--- src/rtl/syncmem_seq_pkg.sv ---
package syncmem_seq_pkg;

  typedef struct packed {
    logic [1:0] rd_lat;
    logic [1:0] wr_lat;
    logic       ce_ext;
    logic       fifo_mode;
  } seq_cfg_t;

  // Tick in which the burst finishes (done tick).
  function automatic int f_last_tick(int nwords, logic is_wr, seq_cfg_t c);
    return nwords + int'(is_wr ? c.wr_lat : c.rd_lat);
  endfunction

  // Last tick with chip enable asserted.
  function automatic int f_ce_last(int nwords, logic is_wr, logic ce_ext, logic [1:0] rd_lat);
    return nwords - 1 + ((ce_ext && !is_wr) ? int'(rd_lat) : 0);
  endfunction

  // Last tick with output enable asserted on a read.
  function automatic int f_oe_last(int nwords, logic [1:0] rd_lat);
    return nwords - 1 + int'(rd_lat);
  endfunction

  // Data word index served in a tick for a given latency.
  function automatic int f_word_idx(int tick, logic [1:0] lat);
    return tick - int'(lat);
  endfunction

  function automatic logic f_in_window(int idx, int nwords);
    return (idx >= 0) && (idx < nwords);
  endfunction

endpackage

--- src/rtl/syncmem_seq_ctrl.sv ---
module syncmem_seq_ctrl
  import syncmem_seq_pkg::*;
#(
  parameter int AW        = 16,
  parameter int DW        = 16,
  parameter int BW        = 2,
  parameter int MAX_BURST = 4,
  parameter int LW        = 2,
  parameter int TW        = 4
) (
  input  logic                    clk,
  input  logic                    rst_n,
  input  logic                    req_valid,
  input  logic                    req_write,
  input  logic [AW-1:0]           req_addr,
  input  logic [LW-1:0]           req_len,
  input  logic [MAX_BURST*DW-1:0] req_wdata,
  input  logic [MAX_BURST*BW-1:0] req_be,
  input  seq_cfg_t                cfg_in,
  output logic                    req_ready,
  output logic                    busy,
  output logic [TW-1:0]           tick,
  output logic [TW-1:0]           nwords,
  output logic                    is_wr,
  output logic [AW-1:0]           base_addr,
  output logic [MAX_BURST*DW-1:0] wdata_q,
  output logic [MAX_BURST*BW-1:0] be_q,
  output seq_cfg_t                cfg_q,
  output logic                    done
);

  logic          busy_q;
  logic [TW-1:0] tick_q;
  logic [TW-1:0] nwords_q;
  logic          is_wr_q;
  logic [AW-1:0] base_q;
  logic [TW-1:0] last_tick;
  logic          accept;
  logic          at_last;

  assign accept    = req_valid && !busy_q;
  assign last_tick = TW'(f_last_tick(int'(nwords_q), is_wr_q, cfg_q));
  assign at_last   = (tick_q == last_tick);

  always_ff @(posedge clk or negedge rst_n) begin
    if (!rst_n) begin
      busy_q   <= 1'b0;
      tick_q   <= '0;
      nwords_q <= '0;
      is_wr_q  <= 1'b0;
      base_q   <= '0;
      wdata_q  <= '0;
      be_q     <= '0;
      cfg_q    <= '0;
    end else if (accept) begin
      busy_q   <= 1'b1;
      tick_q   <= '0;
      nwords_q <= TW'(req_len) + TW'(1);
      is_wr_q  <= req_write;
      base_q   <= req_addr;
      wdata_q  <= req_wdata;
      be_q     <= req_be;
      cfg_q    <= cfg_in;
    end else if (busy_q) begin
      if (at_last) begin
        busy_q <= 1'b0;
        tick_q <= '0;
      end else begin
        tick_q <= tick_q + TW'(1);
      end
    end
  end

  assign req_ready = !busy_q;
  assign busy      = busy_q;
  assign tick      = tick_q;
  assign nwords    = nwords_q;
  assign is_wr     = is_wr_q;
  assign base_addr = base_q;
  assign done      = busy_q && at_last;

endmodule

--- src/rtl/syncmem_seq_strobe.sv ---
module syncmem_seq_strobe
  import syncmem_seq_pkg::*;
#(
  parameter int AW = 16,
  parameter int BW = 2,
  parameter int TW = 4
) (
  input  logic          busy,
  input  logic [TW-1:0] tick,
  input  logic [TW-1:0] nwords,
  input  logic          is_wr,
  input  logic [1:0]    rd_lat,
  input  logic          ce_ext,
  input  logic          fifo_mode,
  input  logic [AW-1:0] base_addr,
  output logic          ce_n,
  output logic          ads_n,
  output logic          oe_n,
  output logic          we_n,
  output logic [AW-1:0] addr,
  output logic [BW-1:0] rd_be_n
);

  int   t_i;
  int   n_i;
  int   ce_last;
  int   oe_last;
  logic in_cmd;
  logic ce_on;
  logic oe_on;
  logic desel;
  logic ads_on;

  assign t_i     = int'(tick);
  assign n_i     = int'(nwords);
  assign ce_last = f_ce_last(n_i, is_wr, ce_ext, rd_lat);
  assign oe_last = f_oe_last(n_i, rd_lat);

  assign in_cmd = busy && (t_i < n_i);
  assign ce_on  = busy && (t_i <= ce_last);
  assign oe_on  = busy && !is_wr && (t_i <= oe_last);
  assign desel  = busy && !fifo_mode && (t_i == ce_last + 1);
  assign ads_on = fifo_mode ? (in_cmd && !is_wr) : (in_cmd || desel);

  assign ce_n    = !ce_on;
  assign oe_n    = !oe_on;
  assign we_n    = !(in_cmd && is_wr);
  assign ads_n   = !ads_on;
  assign addr    = in_cmd ? (base_addr + AW'(tick)) : '0;
  assign rd_be_n = (in_cmd && !is_wr) ? '0 : '1;

endmodule

--- src/rtl/syncmem_seq_wdata.sv ---
module syncmem_seq_wdata
  import syncmem_seq_pkg::*;
#(
  parameter int DW        = 16,
  parameter int BW        = 2,
  parameter int MAX_BURST = 4,
  parameter int TW        = 4
) (
  input  logic                    busy,
  input  logic [TW-1:0]           tick,
  input  logic [TW-1:0]           nwords,
  input  logic                    is_wr,
  input  logic [1:0]              wr_lat,
  input  logic [MAX_BURST*DW-1:0] wdata_q,
  input  logic [MAX_BURST*BW-1:0] be_q,
  output logic [DW-1:0]           dq_out,
  output logic                    dq_oe,
  output logic [BW-1:0]           wr_be_n
);

  int   k;
  logic phase;

  assign k     = f_word_idx(int'(tick), wr_lat);
  assign phase = busy && is_wr && f_in_window(k, int'(nwords));
  assign dq_oe = phase;

  always_comb begin
    dq_out  = '0;
    wr_be_n = '1;
    if (phase) begin
      for (int i = 0; i < MAX_BURST; i++) begin
        if (k == i) begin
          dq_out  = wdata_q[i*DW +: DW];
          wr_be_n = ~be_q[i*BW +: BW];
        end
      end
    end
  end

endmodule

--- src/rtl/syncmem_seq_rcap.sv ---
module syncmem_seq_rcap
  import syncmem_seq_pkg::*;
#(
  parameter int DW        = 16,
  parameter int MAX_BURST = 4,
  parameter int TW        = 4
) (
  input  logic                    clk,
  input  logic                    rst_n,
  input  logic                    busy,
  input  logic [TW-1:0]           tick,
  input  logic [TW-1:0]           nwords,
  input  logic                    is_wr,
  input  logic [1:0]              rd_lat,
  input  logic [DW-1:0]           dq_in,
  output logic [MAX_BURST*DW-1:0] rd_data
);

  int   k;
  logic cap_en;

  assign k      = f_word_idx(int'(tick), rd_lat);
  assign cap_en = busy && !is_wr && f_in_window(k, int'(nwords));

  always_ff @(posedge clk or negedge rst_n) begin
    if (!rst_n) begin
      rd_data <= '0;
    end else if (cap_en) begin
      for (int i = 0; i < MAX_BURST; i++) begin
        if (k == i) rd_data[i*DW +: DW] <= dq_in;
      end
    end
  end

endmodule

--- src/rtl/syncmem_seq.sv ---
module syncmem_seq
  import syncmem_seq_pkg::*;
#(
  parameter  int AW        = 16,
  parameter  int DW        = 16,
  parameter  int MAX_BURST = 4,
  localparam int BW        = DW / 8,
  localparam int LW        = $clog2(MAX_BURST)
) (
  input  logic                    clk,
  input  logic                    rst_n,
  input  logic                    req_valid,
  output logic                    req_ready,
  input  logic                    req_write,
  input  logic [AW-1:0]           req_addr,
  input  logic [LW-1:0]           req_len,
  input  logic [MAX_BURST*DW-1:0] req_wdata,
  input  logic [MAX_BURST*BW-1:0] req_be,
  input  logic [1:0]              cfg_rd_lat,
  input  logic [1:0]              cfg_wr_lat,
  input  logic                    cfg_ce_ext,
  input  logic                    cfg_fifo_mode,
  output logic                    done,
  output logic [MAX_BURST*DW-1:0] rd_data,
  output logic                    mem_ce_n,
  output logic                    mem_ads_n,
  output logic                    mem_oe_n,
  output logic                    mem_we_n,
  output logic [AW-1:0]           mem_addr,
  output logic [BW-1:0]           mem_be_n,
  output logic [DW-1:0]           mem_dq_out,
  output logic                    mem_dq_oe,
  input  logic [DW-1:0]           mem_dq_in
);

  localparam int TW = $clog2(MAX_BURST + 4) + 1;

  seq_cfg_t                cfg_in;
  seq_cfg_t                st_cfg;
  logic                    st_busy;
  logic [TW-1:0]           st_tick;
  logic [TW-1:0]           st_nwords;
  logic                    st_write;
  logic [AW-1:0]           st_base;
  logic [MAX_BURST*DW-1:0] st_wdata;
  logic [MAX_BURST*BW-1:0] st_be;
  logic [BW-1:0]           rd_be_n;
  logic [BW-1:0]           wr_be_n;

  // Named state for the bound checker.
  logic       st_fifo;
  logic       st_ce_ext;
  logic [1:0] st_wl;

  assign cfg_in.rd_lat    = cfg_rd_lat;
  assign cfg_in.wr_lat    = cfg_wr_lat;
  assign cfg_in.ce_ext    = cfg_ce_ext;
  assign cfg_in.fifo_mode = cfg_fifo_mode;

  assign st_fifo   = st_cfg.fifo_mode;
  assign st_ce_ext = st_cfg.ce_ext;
  assign st_wl     = st_cfg.wr_lat;

  syncmem_seq_ctrl #(
    .AW(AW), .DW(DW), .BW(BW), .MAX_BURST(MAX_BURST), .LW(LW), .TW(TW)
  ) u_ctrl (
    .clk       (clk),
    .rst_n     (rst_n),
    .req_valid (req_valid),
    .req_write (req_write),
    .req_addr  (req_addr),
    .req_len   (req_len),
    .req_wdata (req_wdata),
    .req_be    (req_be),
    .cfg_in    (cfg_in),
    .req_ready (req_ready),
    .busy      (st_busy),
    .tick      (st_tick),
    .nwords    (st_nwords),
    .is_wr     (st_write),
    .base_addr (st_base),
    .wdata_q   (st_wdata),
    .be_q      (st_be),
    .cfg_q     (st_cfg),
    .done      (done)
  );

  syncmem_seq_strobe #(.AW(AW), .BW(BW), .TW(TW)) u_strobe (
    .busy      (st_busy),
    .tick      (st_tick),
    .nwords    (st_nwords),
    .is_wr     (st_write),
    .rd_lat    (st_cfg.rd_lat),
    .ce_ext    (st_cfg.ce_ext),
    .fifo_mode (st_cfg.fifo_mode),
    .base_addr (st_base),
    .ce_n      (mem_ce_n),
    .ads_n     (mem_ads_n),
    .oe_n      (mem_oe_n),
    .we_n      (mem_we_n),
    .addr      (mem_addr),
    .rd_be_n   (rd_be_n)
  );

  syncmem_seq_wdata #(.DW(DW), .BW(BW), .MAX_BURST(MAX_BURST), .TW(TW)) u_wdata (
    .busy    (st_busy),
    .tick    (st_tick),
    .nwords  (st_nwords),
    .is_wr   (st_write),
    .wr_lat  (st_cfg.wr_lat),
    .wdata_q (st_wdata),
    .be_q    (st_be),
    .dq_out  (mem_dq_out),
    .dq_oe   (mem_dq_oe),
    .wr_be_n (wr_be_n)
  );

  syncmem_seq_rcap #(.DW(DW), .MAX_BURST(MAX_BURST), .TW(TW)) u_rcap (
    .clk     (clk),
    .rst_n   (rst_n),
    .busy    (st_busy),
    .tick    (st_tick),
    .nwords  (st_nwords),
    .is_wr   (st_write),
    .rd_lat  (st_cfg.rd_lat),
    .dq_in   (mem_dq_in),
    .rd_data (rd_data)
  );

  // Active-low merge: a lane is enabled if either phase enables it.
  assign mem_be_n = rd_be_n & wr_be_n;

endmodule

--- config.mk ---
export PLATFORM = sky130hd
export DESIGN_NAME = syncmem_seq
export DESIGN_NICKNAME = d
export VERILOG_FILES = /design/src/rtl/syncmem_seq_pkg.sv /design/src/rtl/syncmem_seq_ctrl.sv /design/src/rtl/syncmem_seq_strobe.sv /design/src/rtl/syncmem_seq_wdata.sv /design/src/rtl/syncmem_seq_rcap.sv /design/src/rtl/syncmem_seq.sv
export SDC_FILE = /design/constraint.sdc
export NUM_CORES = 1
export LEC_CHECK = 0
export BUFFER_PORTS_ARGS = -buffer_cell sky130_fd_sc_hd__buf_2
export CAP_MARGIN = 20
export CORE_ASPECT_RATIO = 0.75
export CORE_MARGIN = 2
export CORE_UTILIZATION = 58
export CTS_CLUSTER_DIAMETER = 30
export CTS_CLUSTER_SIZE = 16
export DETAILED_ROUTE_END_ITERATION = 12
export HOLD_SLACK_MARGIN = 0.06
export PLACE_DENSITY = 0.92
export SETUP_SLACK_MARGIN = 0.3
export SYNTH_ARGS = -nofsm -noshare
export SYNTH_HDL_FRONTEND = slang
export SYNTH_SLANG_ARGS = --single-unit
--- constraint.sdc ---
create_clock -name clk -period 5.09 [get_ports clk]
set_input_delay 0 -clock clk [delete_from_list [all_inputs] [get_ports clk]]
set_output_delay 0 -clock clk [all_outputs]
set_load 0.02 [all_outputs]
==> results.cfg <==
[power]
p_seq_frac = 0.292
peakVddDrop_uv = 406
swShare = 0.441
internal-power_mw = 4.87
power.leakage_nw = 5.51
clkPwrFrac = 0.153
p_sw_mw = 3.83
powerDensity_nw_per_um2 = 750
combPwrFrac = 0.555
total_power_mw = 8.70

[placed_design]
dp_cells = 1081
placed_area_um2 = 9830
hpwl_mm = 14.8
io_buffers = 220
gp_congestion = 0.858

[flow_run]
drv_cap = 0

[sta]
drv_slew = 0
hold_viol = 0
max_slew.worst_pin.slew_ns = 1.12
period_share = 0.804
final.setup_skew_ns = 0.0107
fmax_mhz = 244
rsz0062_at_grt = no
slew_headroom = 0.253
min_period_ns = 4.09
tns_ns = 0
setup_viol = 0

[global_routing]
overflow = 0
grt_pass1_wl_mm = 38.3
antenna_found_initial = 2
grt_usage = 0.320
grt_pass1_vias = 7407
grt_max_degree = 75

[floorplan]
rows = 38
die_area_um2 = 15800
die_x_um = 145
dieHeight_um = 110
ios = 221
core_area_um2 = 14500
start_util = 0.594

[critical_path]
worstPathRequired_ns = 5.09
worstSetupPathType = flop to output pin
crit_path_max_fanout = 8
path_buf_inv = 3
cp.arrival_ns = 4.09
worst_setup_path_start_kind = flop
cp-end-kind = output pin
slowest_stage = dfrtp_1
r2r_slack_ns = 1.23
crit_path_cell_trace = inv_1 -> ha_1 -> inv_1 -> ha_1 -> a21oi_1 -> nor2_1 -> xnor2_1 -> nor2_1 -> nand3_1 -> ha_1 -> nor4b_1 -> nand4_1 -> nor4_1 -> a31oi_1 -> buf_2
critPathMaxStageDelay_ns = 0.49
crit_family = simple AND/OR/NAND/NOR gates
worst_path_most_repeated_cell = ha_1

[routing]
drtIter0Drc = 557
ant_nets = 0
wl_mm = 24.7
viasPerCell = 5.74
avgRoutedWirePerCell_um = 20.0
firstDrtPassIters = 5
vias = 7065
drc = 0

[finish]
final_cells = 1231
fin_area_um2 = 11600
fillCellCount = 805
final_nets = 1177
final_cell_mix = buf_2 (219), dfrtp_1 (167), mux2_2 (147)
area_growth_pct = 34.7
drive_gt1_frac = 0.417
mostFrequentLayoutCell = buf_2
fin_util = 0.800

[yosys]
ys_seq_area_frac = 0.485
synthCells = 691
synth-edff-count = 0
synth.avg_cell_area_um2 = 12.5
synth_area_um2 = 8610
syn_nets = 852
yosysWarnings = 0
synth_seq_cells = 167
synth_cell_types = 55
ys_async_sr_fraction = 1.00
synth_flop_cell = dfrtp_1

[clocking]
clock_latency_ns = 0.43
cts_tree = done
path_clk_slew_ns = 0.07
root_buffer = clkbuf_16
post_cts_buffers = 0
htree_levels = 4
cts-buffers-inserted = 17
clockBufferDepth = 2
clock_sinks = 167

[hold_path]
hold_class = primary input to async pin

[outcome]
status = completed
layer usage:
metal | part of all wire | global-route usage | up-vias
met4 | 0.038 | 0.153 | 0
met3 | 0.062 | 0.0915 | 82
met2 | 0.50 | 0.541 | 321
li1 | - | - | 3157
met1 | 0.40 | 0.381 | 3505
met5 | 0 | 0 | -
worst register-to-register path: stages (launching register included):
cell	delay [ns]
dfrtp_1	0.46
inv_1	0.18
ha_1	0.19
inv_1	0.05
fa_1	0.64
ha_1	0.29
a21boi_0	0.12
o21ai_0	0.15
and4_1	0.30
nor3b_4	0.95
mux2_2	0.43
what timing repair did:
item	in CTS	in global routing
hold buffers	115	0
endpoints found under the hold margin	238	0
gates resized for setup	0	0
endpoints found under the setup margin	0	0
power groups by stage:
stage | logic [mW] | registers (mW) | clock network (mW)
5_1_grt | 5.22 | 2.61 | 1.41
4_1_cts | 4.72 | 2.49 | 1.34
6_report | 4.83 | 2.54 | 1.33
3_5_place_dp | 4.60 | 2.50 | 0
3_3_place_gp | 4.46 | 2.45 | 0
2_1_floorplan | 3.13 | 2.68 | 0
sequential cells by signal, summed over array words and instances (netlist names), 3 cells and up:
name              flops
u_ctrl.tick           4
u_ctrl.nwords         3
u_rcap.rd_data       64
u_ctrl.be_q           8
u_ctrl.base_addr     16
u_ctrl.wdata_q       64
u_ctrl.cfg_q          6
Yosys cell counts, types with 16 or more instances:
master    instances  share of area
dfrtp_1         167           0.49
mux2_2          147           0.19
a21oi_1          40          0.023
ha_1             39          0.057
nor3_1           25          0.015
o21ai_0          23          0.013
clkbuf_1         19         0.0083
inv_1            18         0.0078
mux2i_1          18          0.021
nand2_1          18         0.0078
nor2_1           18         0.0078
o211a_1          16          0.019
cells by family after synthesis:
group / Yosys count / synth area share
xor gates and xnor gates: 23 / 0.0256
AOI/OAI and AO/OA: 101 / 0.0747
DFF: 167 / 0.485
buffers and inverters: 55 / 0.0310
muxes: 175 / 0.231
adders and majority gates: 45 / 0.0706
and+or+nand+nor: 125 / 0.0820
stage by stage:
step | hold slack (ns) | setup slack, ns
finish | 0.147 | 0.999
global route | 0.206 | 0.630
CTS | 0.164 | 1.00
detailed placement | 0.0532 | 1.21
global placement | 0.0541 | 1.39
floorplan | -0.296 | 1.97
final timing paths:
path	depth (start not counted)	end	from
max reg2reg	10	u_rcap.rd_data[21]	u_ctrl.tick[0]
max in group asynchronous	3	u_rcap.rd_data[32]	rst_n
min in group clk	3	u_ctrl.nwords[0]	req_len[0]
min	2	u_ctrl.wdata_q[45]	rst_n
max	15	mem_ads_n	u_ctrl.nwords[0]
min reg2reg	1	u_rcap.rd_data[51]	u_rcap.rd_data[51]
area by class of cell:
class | count | area [um^2] | share of cell area
clock buffers | 20 | 467 | 0.0402
repair buffers | 343 | 2320 | 0.200
well taps | 200 | 250 | 0.0216
multi-input cells | 469 | 4170 | 0.360
clock inverters | 12 | 139 | 0.0120
flip-flops and latches | 167 | 4180 | 0.360
inverters | 18 | 67.6 | 0.00583
diodes | 2 | 5.00 | 0.000432
(Power assumes the default switching activity.)
